--- src/rtl/csdec.sv ---
module csdec #(
  parameter int NREG = 7,
  parameter int NEXT = 5
) (
  input  logic        clk,
  input  logic        rst_n,
  input  logic [21:0] pa,
  input  logic        ps_n,
  input  logic        ds_n,
  input  logic        is_n,
  input  logic        iostrb_n,
  input  logic        rw,
  input  logic [15:0] pd,
  input  logic [7:0]  sa_hi,
  input  logic        prog,
  output logic        int_sel_n,
  output logic [4:0]  ext_sel_n,
  output logic [15:0] rdata
);

  logic [7:0]  base_q;
  logic        prog_q;
  logic [15:0] cfg [NREG];
  logic [7:0]  off;
  logic [2:0]  wr_idx;
  logic        reg_hit, wr_en;
  logic        sp_p, sp_d, sp_i;
  logic        int_match, int_owner, int_go;
  logic [NEXT-1:0] ext_hit;

  function automatic logic space_ok(logic [15:0] c, logic p, logic d, logic i);
    return (p && !c[13]) || (d && !c[14]) || (i && !c[15]);
  endfunction

  assign sp_p = !ps_n;
  assign sp_d = !ds_n;
  assign sp_i = !is_n;

  assign off     = pa[15:8] - base_q;
  assign wr_idx  = off[2:0];
  assign reg_hit = sp_i && (off < 8'(NREG));
  assign wr_en   = reg_hit && !iostrb_n && !rw;

  always_ff @(posedge clk or negedge rst_n) begin
    if (!rst_n) begin
      prog_q <= 1'b0;
      base_q <= 8'h00;
    end else begin
      prog_q <= prog;
      if (prog && !prog_q) base_q <= sa_hi;
    end
  end

  always_ff @(posedge clk or negedge rst_n) begin
    if (!rst_n) begin
      for (int k = 0; k < NREG; k++) cfg[k] <= 16'hFFFF;
    end else if (wr_en) begin
      cfg[wr_idx] <= pd;
    end
  end

  assign rdata = reg_hit ? cfg[wr_idx] : 16'h0000;

  assign int_match = cfg[0][7] ? (pa[21:16] == cfg[0][6:1]) : (pa[21:15] == cfg[0][6:0]);
  assign int_owner = pa[15] ? cfg[0][9] : cfg[0][8];
  assign int_go    = int_owner ? (sp_p && !cfg[0][13]) : (sp_d && !cfg[0][14]);
  assign int_sel_n = !(int_match && int_go);

  for (genvar g = 0; g < NEXT - 1; g++) begin : g_wide
    assign ext_hit[g] = (pa[21:13] == cfg[g+1][8:0]) && space_ok(cfg[g+1], sp_p, sp_d, sp_i);
  end

  assign ext_hit[NEXT-1] = (pa[15:13] == cfg[NEXT][2:0]) && space_ok(cfg[NEXT], 1'b0, sp_d, sp_i);

  assign ext_sel_n = ~(ext_hit & {NEXT{!reg_hit}});

endmodule


--- config.mk ---
export PLATFORM = sky130hd
export DESIGN_NAME = csdec
export DESIGN_NICKNAME = d
export VERILOG_FILES = /design/src/rtl/csdec.sv
export SDC_FILE = /design/constraint.sdc
export NUM_CORES = 1
export LEC_CHECK = 0
export ABC_AREA = 1
export BUFFER_PORTS_ARGS = -buffer_cell sky130_fd_sc_hd__buf_2
export CAP_MARGIN = 20
export CORE_ASPECT_RATIO = 0.5
export CORE_MARGIN = 5
export CORE_UTILIZATION = 44
export DETAILED_ROUTE_END_ITERATION = 7
export REMOVE_ABC_BUFFERS = 1
export SLEW_MARGIN = 20
export SYNTH_ARGS = -nofsm -noshare
export SYNTH_HDL_FRONTEND = slang
export SYNTH_SLANG_ARGS = --single-unit
--- constraint.sdc ---
create_clock -name clk -period 6.5 [get_ports clk]
set_input_delay 1.3 -clock clk [delete_from_list [all_inputs] [get_ports clk]]
set_output_delay 1.3 -clock clk [all_outputs]
set_load 0.01 [all_outputs]
---- Word-level counts from Yosys, hierarchy flattened ----
Cells that the tools add are included.
word-level totals
  register bits after elaboration ......... 121
  latch bits .............................. 0
  memory bits (writable) .................. 0
  ROM bits ................................ 0
  bits of input ports ..................... 54
  output and inout bits ................... 22
  logic and storage cells ................. 93
  memories ................................ 0
cells by class
  $add $sub $neg .......................... 1
  multipliers ............................. 0
  div/mod/pow operators ................... 0
  order comparisons ....................... 3
  eq/ne operators ......................... 7
  shift operators ......................... 0
  muxes and demuxes ....................... 10
  bitwise gates (word level) .............. 3
  reduce and logical (&&, ||, !) cells .... 60
operator list
  kind                                                      number
  bitwise mux 112 bit                                       1
  2-to-1 mux 16 bit                                         4
  binary-select mux 16 bit (select 3 bit)                   1
  demux 16 bit (select 3 bit)                               1
  equality test 9 bit                                       4
  logical AND 1 bit                                         27
  logical NOT 1 bit                                         24
  logical OR 1 bit                                          9
  < comparator 8 x 3 -> 1 bit, second input constant        1
  subtractor 8 bit                                          1
  equality test 7 bit                                       1
  equality test 6 bit                                       1
  AND 5 bit                                                 1
  NOT 5 bit                                                 1
  greater-or-equal comparator 4 bit, second input constant  1
  < comparator 4 x 1 -> 1 bit, second input constant        1
  NOT 3 -> 4 bit                                            1
  equality test 3 bit                                       1
  2-to-1 mux 1 bit                                          3

---- Depth between registers and ports, before layout ----
Gate-level depths: netlist (run 1).
  depth after elaboration ................. 7
  mapped depth ............................ 17
  mapped depth without buffers ............ 15

---- Worst setup path before layout (run 1) ----
OpenSTA, ideal clock, no wires.
  kind .................................... input-to-output
  from .................................... in pa[8]
  to ...................................... out rdata[13]
  data arrival time ....................... 3,202 ps
  data required time ...................... 5,200 ps
  setup slack ............................. 1,998 ps
  stages .................................. 12
  path buffers ............................ 1
  cell sequence ........................... inv_1 > ha_1 > inv_1 > fa_1 > nand4_2 > nand2_1 > inv_2 > nand3_2 > nor2_8 > nand2_2 > buf_4 > nor3_1
on the way
  cells in the longest elaborated chain, start to end .. 6
  elaborated cells between the ends (all ways) .. 8
  those cells by class .................... 1 x add/sub; 1 x order compare; 4 x mux; 1 x bitwise; 1 x reduce/logical
ends and longest elaborated chain
  item                                                                 RTL line  RTL
  start: declaration                                                   7         input logic [21:0] pa,
  subtractor 8 bit *                                                   39        assign off = pa[15:8] - base_q;
  branches (longest 4 deep; another with < comparator 8 x 3 -> 1 bit)  -
  2-to-1 mux 16 bit *                                                  62        assign rdata = reg_hit ? cfg[wr_idx] : 16'h0000;
  end: declaration                                                     18        output logic [15:0] rdata
Every way passes the cells marked *. The select of a mux whose other input is x is not followed.

---- Worst setup path in the final report (run 1) ----
  from .................................... in pa[8]
  to ...................................... out rdata[4]
The elaborated chain is that of the path after synthesis.

==> summary.txt, run 1 <==
Placement
  • Placer congestion estimate: 0.862
  • Place WS: 1.11 ns
  • I/O Buffers: 67
  • DP HPWL: 14.9 mm
  • Placed cell count: 1,136

Clock tree
  • Number of buffers inserted by hold repair at cts: 0
  • Post-cts sizing count: 0
  • Clock slew at reported path FFs: 0.05 ns
  • CTS max path bufs: 2
  • Clock root cell: clkbuf_16
  • CTS Sinks: 121
  • Num CTS Buffers: 17
  • CTS tree: yes
  • Insertion delay to the later sink of the worst-skew pair: 0.42 ns
  • H-tree levels: 4
  • Post-CTS Setup Repair Bufs: 0

Die
  • Die span in y: 101 um
  • Total Die Area: 19,300 um2
  • Row count: 33
  • Ports: 76
  • DIE WIDTH: 192 um
  • Core area: 16,300 um2
  • Starting Density: 44.7%

Global route
  • Initial antenna violation count: 0
  • First-pass GRT wire length: 37.8 mm
  • Total gr overflow: 0
  • Vias in the first global route: 6,433
  • GRT Total Usage: 25.9%
  • Largest net degree at the start of global routing: 78

Power
  • Max VDD drop: 173 uV
  • P per Cell Area: 285 nW/um2
  • Comb pwr share: 23.4%
  • Power share of the clock group: 41.9%
  • Total power: 0.00237 W
  • Pint: 0.00158 W
  • Sw Pwr: 0.000786 W
  • Pleak: 4.02 nW
  • Seq pwr share: 34.8%
  • Sw frac: 33.2%

Drt
  • Routed Wire Length: 24.6 mm
  • Final ANT Viol Nets: 0
  • Average wire per standard cell: 21.0 um
  • Vias: 6,779
  • Vias/cell: 5.80
  • Initial DRC count: 627
  • Detailed Routing Iterations Pass 1: 5
  • DRC: 0

STA
  • Final hold viol count: 0
  • Fmax: 183 MHz
  • RSZ-0062 raised after global routing: false
  • Fin crit period: 5.45 ns
  • # setup viols final: 0
  • Slew Viols, Final: 0
  • Clock skew: 0.0110 ns
  • Measured slew at the worst slew-check pin: 1.05 ns
  • Final WS setup: 1.05 ns
  • Final setup TNS: 0 ns
  • Period utilization: 83.9%
  • Max-slew headroom: 29.6%

Logic synthesis
  • Most frequent cell after synthesis: nand2_1
  • Mean post-synth cell area: 8.23 um2
  • Commonest cells in the netlist: nand2_1, nand4_1, dfstp_2
  • Top-area cell type share of the netlist area: 40.5%
  • Post-Syn Instances: 883
  • Synth unique cells: 40
  • Number of synthesized flops with an enable pin: 0
  • Top FF cell, synth: dfstp_2
  • Async SR Flop Fraction: 100%
  • Synthesized flop and latch total: 121
  • Mapped cell area: 7270 um2
  • Register area share after synthesis: 43.6%
  • Leading area contributor after synthesis: dfstp_2
  • Top post-synthesis cells by area: dfstp_2, nand2_1, nand4_1
  • Yosys warns: 0

Finish
  • # fillers: 1,592
  • Layout Nets: 991
  • Final non-filler cell total: 1,168
  • Final core occ: 51.0%
  • Diodes inserted: 0
  • Syn-to-layout area delta: 14.2%
  • Share of cells above drive strength 1: 29.0%

Worst hold path
  • Min-Delay Path Class: register to register

Flow run
  • Max Cap Violations: 0

Critical path
  • Crit. End Element: primary output
  • WS Path Type: input port to primary output
  • R2R Setup Slk: 2.88 ns
  • Critical Path AT: 4.15 ns
  • Worst setup SP type: input port
  • Critical Path Fanout Max: 20
  • Required @ worst endpoint: 5.20 ns

Run status
  • Status: complete, no violations
-- layout make-up --
class | count | area, um2 | area share [%]
sequential | 121 | 3170 | 38.2
inverter | 47 | 176 | 2.13
clock inverter | 13 | 169 | 2.04
clock buffer | 19 | 443 | 5.34
tap | 227 | 284 | 3.42
multi-input combinational | 655 | 3580 | 43.1
timing repair buffer | 86 | 480 | 5.79
-- flip-flops by register name, summed over array words and instances (netlist names) --
name	flops
base_q	8
cfg	112
prog_q	1
-- placed cells by master, fill, tap and decap left out, types with 7 or more instances in the layout --
cell type / synthesis / final
nand4_4: 7 / 7
a21oi_1: 29 / 29
xor2_1: 43 / 43
nand4_1: 119 / 119
clkbuf_16: 0 / 17
or2_2: 11 / 11
dfstp_2: 112 / 112
nand2_1: 285 / 285
buf_4: 3 / 20
inv_2: 8 / 8
nor3_1: 12 / 12
nor2_1: 49 / 48
nor3_2: 7 / 7
ha_1: 8 / 8
nand3_1: 18 / 18
dfrtp_1: 9 / 9
o22ai_1: 32 / 32
buf_2: 6 / 66
inv_1: 39 / 39
-- stage by stage --
stage | hold WS, ns | area (um2)
finish | 0.467 | 8300
global route | 0.478 | 8300
CTS | 0.467 | 8300
detailed placement | 0.457 | 7690
global placement | 0.454 | 7690
floorplan | 0.445 | 6910
-- critical path, cell delays in order --
cell and delay, ns:
buf_2 0.10, inv_1 0.08, ha_1 0.15, inv_1 0.04, fa_1 0.54, nand4_2 0.27
nand2_1 0.12, inv_2 0.08, nand3_2 0.10, nor2_8 0.29, nand2_2 0.48, nor3_2 0.40
buf_2 0.19
-- per-layer routing --
| layer | vias up | part of all wire, % | GRT usage (%) | wire length (um) |
|---|---|---|---|---|
| li1 | 3115 | - | - | - |
| met5 | - | 0 | 0 | 0 |
| met2 | 329 | 42 | 37.6 | 10300 |
| met3 | 63 | 9.9 | 6.33 | 2440 |
| met1 | 3272 | 45 | 38.2 | 11100 |
| met4 | 0 | 2.8 | 8.27 | 699 |
-- power groups by stage --
stage	combinational (W)	clock (W)	sequential, W
detailed placement	0.000540	0	0.000832
CTS	0.000543	0.000997	0.000822
floorplan	0.000330	0	0.000827
global placement	0.000536	0	0.000832
global route	0.000605	0.00103	0.000826
finish	0.000553	0.000990	0.000822
-- path summary, 6_finish.rpt --
kind                                          to  cells after the start                   from
max                                     rdata[4]                     13                  pa[8]
min                          cfg[21]$_DFFE_PN1P_                      2    cfg[21]$_DFFE_PN1P_
max reg2reg                  cfg[86]$_DFFE_PN1P_                     10  base_q[0]$_DFFE_PN0P_
min reg2reg                  cfg[21]$_DFFE_PN1P_                      2    cfg[21]$_DFFE_PN1P_
max in group asynchronous    cfg[34]$_DFFE_PN1P_                      2                  rst_n
min in group asynchronous  base_q[6]$_DFFE_PN0P_                      1                  rst_n
-- kinds of logic after synthesis --
| family | count (synthesis) | synth area share (%) |
|---|---|---|
| buf+inv | 107 | 7.34 |
| simple gates | 523 | 35.4 |
| fa+ha+maj | 9 | 1.65 |
| mux | 2 | 0.310 |
| compound gates | 77 | 6.35 |
| flops | 121 | 43.6 |
| xor+xnor | 44 | 5.30 |
(Power assumes the default switching activity.)
==> inputs of run 2 (changes only) <==
Clock period 6.5 ns to 5.01 ns, I/O delays scaled along.
==> summary.txt, run 2 (synthesis gave the netlist of run 1 again) <==
Run status
  • Status: complete, no violations

Finish
  • Most frequent cells in the layout: nand2_1, nand4_1, dfstp_2
  • Syn-to-layout area delta: 14.6%
  • Max reg flops: 112
  • Commonest non-fill, non-tap cell in the layout: nand2_1
  • Biggest regs: cfg x112, base_q x8, prog_q x1
  • Layout Nets: 994
  • Finished layout cell area: 8330 um2
  • Final core occ: 51.2%
  • Register Area: 3170 um2
  • # fillers: 1,600
  • Diodes inserted: 0
  • Most flop-heavy register: cfg
  • Area of the multi-input gates: 3580 um2
  • Share of cells above drive strength 1: 29.2%

Die
  • DIE WIDTH: 192 um
  • Row count: 33
  • Ports: 76
  • Core area: 16,300 um2
  • Total Die Area: 19,300 um2
  • Die span in y: 101 um
  • Starting Density: 44.7%

Drt
  • DRC: 0
  • Vias/cell: 5.75
  • Initial DRC count: 752
  • Average wire per standard cell: 20.7 um
  • Final ANT Viol Nets: 0
  • Vias: 6,732
  • Detailed Routing Iterations Pass 1: 5
  • Routed Wire Length: 24.3 mm

Flow run
  • Max Cap Violations: 0

Placement
  • Placed cell areas: 7730 um2
  • Place WS: 0.526 ns
  • Placer congestion estimate: 0.896
  • I/O Buffers: 67
  • DP HPWL: 15.0 mm

Power
  • Total power: 0.00303 W
  • Power share of the clock group: 41.0%
  • Seq pwr share: 35.2%
  • Sw Pwr: 0.00103 W
  • Max VDD drop: 256 uV
  • Comb pwr share: 23.8%
  • Pint: 0.00200 W
  • P per Cell Area: 364 nW/um2
  • Sw frac: 34.0%
  • Pleak: 4.03 nW

Global route
  • First-pass GRT wire length: 37.8 mm
  • Largest net degree at the start of global routing: 113
  • GR peak layer: met2
  • Initial antenna violation count: 0
  • Vias in the first global route: 6,449
  • Met1 Usage GRT: 37.3%
  • GR met2 Demand/Resource: 37.9%
  • Total gr overflow: 0
  • M3 GR Usage: 7.72%
  • GRT Total Usage: 25.9%

Clock tree
  • Insertion delay to the later sink of the worst-skew pair: 0.42 ns
  • Clock root cell: clkbuf_16
  • CTS tree: yes
  • Post-CTS Setup Repair Bufs: 0
  • Num CTS Buffers: 17
  • CTS Sinks: 121
  • CTS max path bufs: 2
  • Post-cts sizing count: 0
  • H-tree levels: 4
  • Number of buffers inserted by hold repair at cts: 0
  • Clock slew at reported path FFs: 0.06 ns

Worst hold path
  • Min-Delay Path Class: register to register
  • Hold Path Depth: 2

STA
  • Period utilization: 89.8%
  • Fin crit period: 4.50 ns
  • Slew Viols, Final: 0
  • # setup viols final: 0
  • Clock skew: 0.0120 ns
  • Worst hold slack: 0.464 ns
  • Final hold viol count: 0
  • Measured slew at the worst slew-check pin: 1.07 ns
  • Max-slew headroom: 28.5%
  • Fmax: 222 MHz
  • Final WS setup: 0.509 ns
  • RSZ-0062 raised after global routing: false

Critical path
  • Critical Path AT: 3.50 ns
  • WS Path Type: input port to primary output
  • Required @ worst endpoint: 4.01 ns
  • R2R depth: 10
  • Critical Path Fanout Max: 20
  • Crit. End Element: primary output
  • Worst setup SP type: input port
run 2: cell count changes in the layout (fill, tap and decap cells not counted), moves of 2 or more:
cell,previous run,this run
clkinvlp_4,4,2
inv_6,2,4
clkinv_4,3,5
buf_12,0,2
run 2: final timing paths:
| kind | startpoint | to | slack, ns |
|---|---|---|---|
| min in group asynchronous | rst_n | base_q[7]$_DFFE_PN0P_ | 0.64 |
| hold reg to reg | cfg[57]$_DFFE_PN1P_ | cfg[57]$_DFFE_PN1P_ | 0.46 |
| max in group asynchronous | rst_n | cfg[53]$_DFFE_PN1P_ | 3.33 |
| hold / removal | cfg[57]$_DFFE_PN1P_ | cfg[57]$_DFFE_PN1P_ | 0.46 |
| setup / recovery | pa[8] | rdata[4] | 0.51 |
| setup reg to reg | base_q[0]$_DFFE_PN0P_ | cfg[91]$_DFFE_PN1P_ | 1.97 |
run 2: power by group through the flow:
| stage | clock, W | combinational [W] | sequential (W) |
|---|---|---|---|
| after CTS | 0.00126 | 0.000709 | 0.00107 |
| after global routing | 0.00131 | 0.000785 | 0.00107 |
| after global placement | 0 | 0.000703 | 0.00108 |
| after floorplan | 0 | 0.000429 | 0.00107 |
| final | 0.00124 | 0.000721 | 0.00107 |
| after detailed placement | 0 | 0.000706 | 0.00108 |
run 2: cell type report:
class	instances	share of cell area, %
clock buffers	18	5.15
clock inverters	14	1.98
inverters	47	2.12
multi-input cells	655	43.0
flip-flops and latches	121	38.0
well taps	227	3.41
repair buffers	89	6.34
run 2: worst max-delay path: stages:
cell and delay [ns]:
buf_2 0.10, inv_1 0.07, ha_1 0.14, inv_1 0.04
fa_1 0.53, nand4_2 0.26, nand2_1 0.10, inv_2 0.07
nand3_2 0.10, nor2_8 0.29, nand2_2 0.06, buf_4 0.26
nor3_2 0.27, buf_2 0.18
run 2: per-stage QoR:
| step | instances | TNS [ns] |
|---|---|---|
| floorplan | 823 | -107.01 |
| global placement | 1139 | 0 |
| detailed placement | 1139 | 0 |
| CTS | 1171 | 0 |
| global route | 1171 | 0 |
| finish | 1171 | 0 |
run 2: metal layers:
metal  vias up  wire, um
li1       3117         -
met1      3244     11000
met2       336     10300
met3        35      2520
met4         0       437
met5         -         0
==> inputs of run 3 (changes only) <==
Settings changed: PLACE_DENSITY_LB_ADDON from default to 0.05.
==> summary.txt, run 3 (synthesis gave the netlist of run 1 again) <==
Worst hold path
  • Hold Startpoint: cfg[3]$_DFFE_PN1P_
  • Hold Path Sink: cfg[3]$_DFFE_PN1P_
  • Hold Path Depth: 2
  • Min-Delay Path Class: register to register

Die
  • Starting Density: 44.7%
  • Ports: 76
  • Total Die Area: 19,300 um2
  • Core area: 16,300 um2
  • Die span in y: 101 um
  • DIE WIDTH: 192 um
  • Row count: 33

Drt
  • Vias: 6,775
  • Final ANT Viol Nets: 0
  • DRC: 0
  • Vias/cell: 5.77
  • Routed Wire Length: 25.5 mm
  • Average wire per standard cell: 21.7 um
  • Detailed Routing Iterations Pass 1: 6
  • Initial DRC count: 724

Global route
  • Largest net degree at the start of global routing: 113
  • Initial antenna violation count: 0
  • Total gr overflow: 0
  • Vias in the first global route: 6,502
  • First-pass GRT wire length: 39.0 mm
  • GRT Total Usage: 26.9%

Critical path
  • Crit. End Element: primary output
  • Required @ worst endpoint: 4.01 ns
  • R2R Setup Slk: 1.90 ns
  • Crit Reg-Reg Endpoint: cfg[12]$_DFFE_PN1P_
  • Worst setup SP type: input port
  • WS Path Type: input port to primary output
  • Critical Path AT: 3.60 ns
  • Worst r2r src: base_q[0]$_DFFE_PN0P_
  • Critical Path Fanout Max: 10
  • R2R depth: 12

STA
  • # setup viols final: 0
  • Measured slew at the worst slew-check pin: 0.771 ns
  • Slew Viols, Final: 0
  • Final hold viol count: 0
  • Fin crit period: 4.60 ns
  • Max-slew headroom: 48.5%
  • Worst hold slack: 0.467 ns
  • Period utilization: 91.9%
  • Fmax: 217 MHz
  • RSZ-0062 raised after global routing: false
  • Clock skew: 0.0124 ns

Finish
  • Most frequent cells in the layout: nand2_1, nand4_1, dfstp_2
  • Diodes inserted: 0
  • Layout Nets: 998
  • Share of cells above drive strength 1: 29.6%
  • Biggest regs: cfg x112, base_q x8, prog_q x1
  • Most flop-heavy register: cfg
  • Max reg flops: 112
  • Syn-to-layout area delta: 15.7%
  • Final core occ: 51.7%
  • Commonest non-fill, non-tap cell in the layout: nand2_1

Power
  • Max VDD drop: 260 uV
  • Seq pwr share: 34.0%
  • Sw frac: 33.2%
  • Pint: 0.00210 W
  • P per Cell Area: 373 nW/um2
  • Sw Pwr: 0.00104 W
  • Power share of the clock group: 42.3%
  • Total power: 0.00314 W
  • Pleak: 4.08 nW
  • Comb pwr share: 23.7%

Flow run
  • Max Cap Violations: 0

Clock tree
  • Post-cts sizing count: 0
  • Clock slew at reported path FFs: 0.06 ns
  • H-tree levels: 4
  • Num CTS Buffers: 17
  • CTS max path bufs: 2
  • CTS tree: yes
  • Number of buffers inserted by hold repair at cts: 0
  • Post-CTS Setup Repair Bufs: 0
  • Insertion delay to the later sink of the worst-skew pair: 0.42 ns
  • Clock root cell: clkbuf_16
  • CTS Sinks: 121

Placement
  • Placer congestion estimate: 0.886
  • DP HPWL: 16.0 mm
  • I/O Buffers: 67

Run status
  • Status: complete, no violations
[run 3: area by class of cell]
class | count | area (um2)
clock buffer | 20 | 467
clock inverter | 12 | 163
fill | 1631 | 7860
inverter | 47 | 176
multi-input combinational | 655 | 3580
sequential | 121 | 3170
tap | 227 | 284
timing repair buffer | 93 | 571
[run 3: how the worst max path moves through the flow]
stage | from | endpoint | slack (ns) | cells past startpoint
after global placement | pa[8] | rdata[9] | 0.47 | 16
after global routing | pa[8] | rdata[0] | 0.23 | 16
after detailed placement | pa[8] | rdata[0] | 0.41 | 16
final | pa[8] | ext_sel_n[1] | 0.41 | 14
after CTS | pa[8] | rdata[0] | 0.41 | 16
after floorplan | rw | cfg[0]$_DFFE_PN1P_ | -0.95 | 4
[run 3: power by group through the flow]
stage	clock [W]	combinational, W	sequential (W)
6_report	0.00133	0.000742	0.00107
5_1_grt	0.00139	0.000808	0.00107
4_1_cts	0.00134	0.000733	0.00107
3_5_place_dp	0	0.000730	0.00108
3_3_place_gp	0	0.000727	0.00108
2_1_floorplan	0	0.000429	0.00107
[run 3: per-stage QoR]
step	cells	setup TNS [ns]	setup slack [ns]	instance area [um2]
final	1175	0	0.408	8410
after global routing	1175	0	0.228	8410
after CTS	1175	0	0.414	8410
after detailed placement	1143	0	0.412	7780
after floorplan	823	-107.01	-0.950	6910
after global placement	1143	0	0.474	7780
[run 3: routing by layer]
metal  up-vias  wire length [um]  GRT usage [%]  share of wire (%)
li1       3137                 -              -                  -
met1      3279             11700           40.3                 46
met2       325             11000           39.6                 43
met3        34              2450           6.16                9.6
met4         0               390           6.18                1.5
met5         -                 0              0                  0
[run 3: critical path, stage by stage]
cell	delay, ns
buf_2	0.10
inv_1	0.07
ha_1	0.14
inv_1	0.04
fa_1	0.60
nand4_2	0.34
nand2_1	0.19
inv_2	0.06
nand3_2	0.10
nor2_8	0.05
nand2_2	0.28
buf_4	0.30
nand4_1	0.13
buf_2	0.18
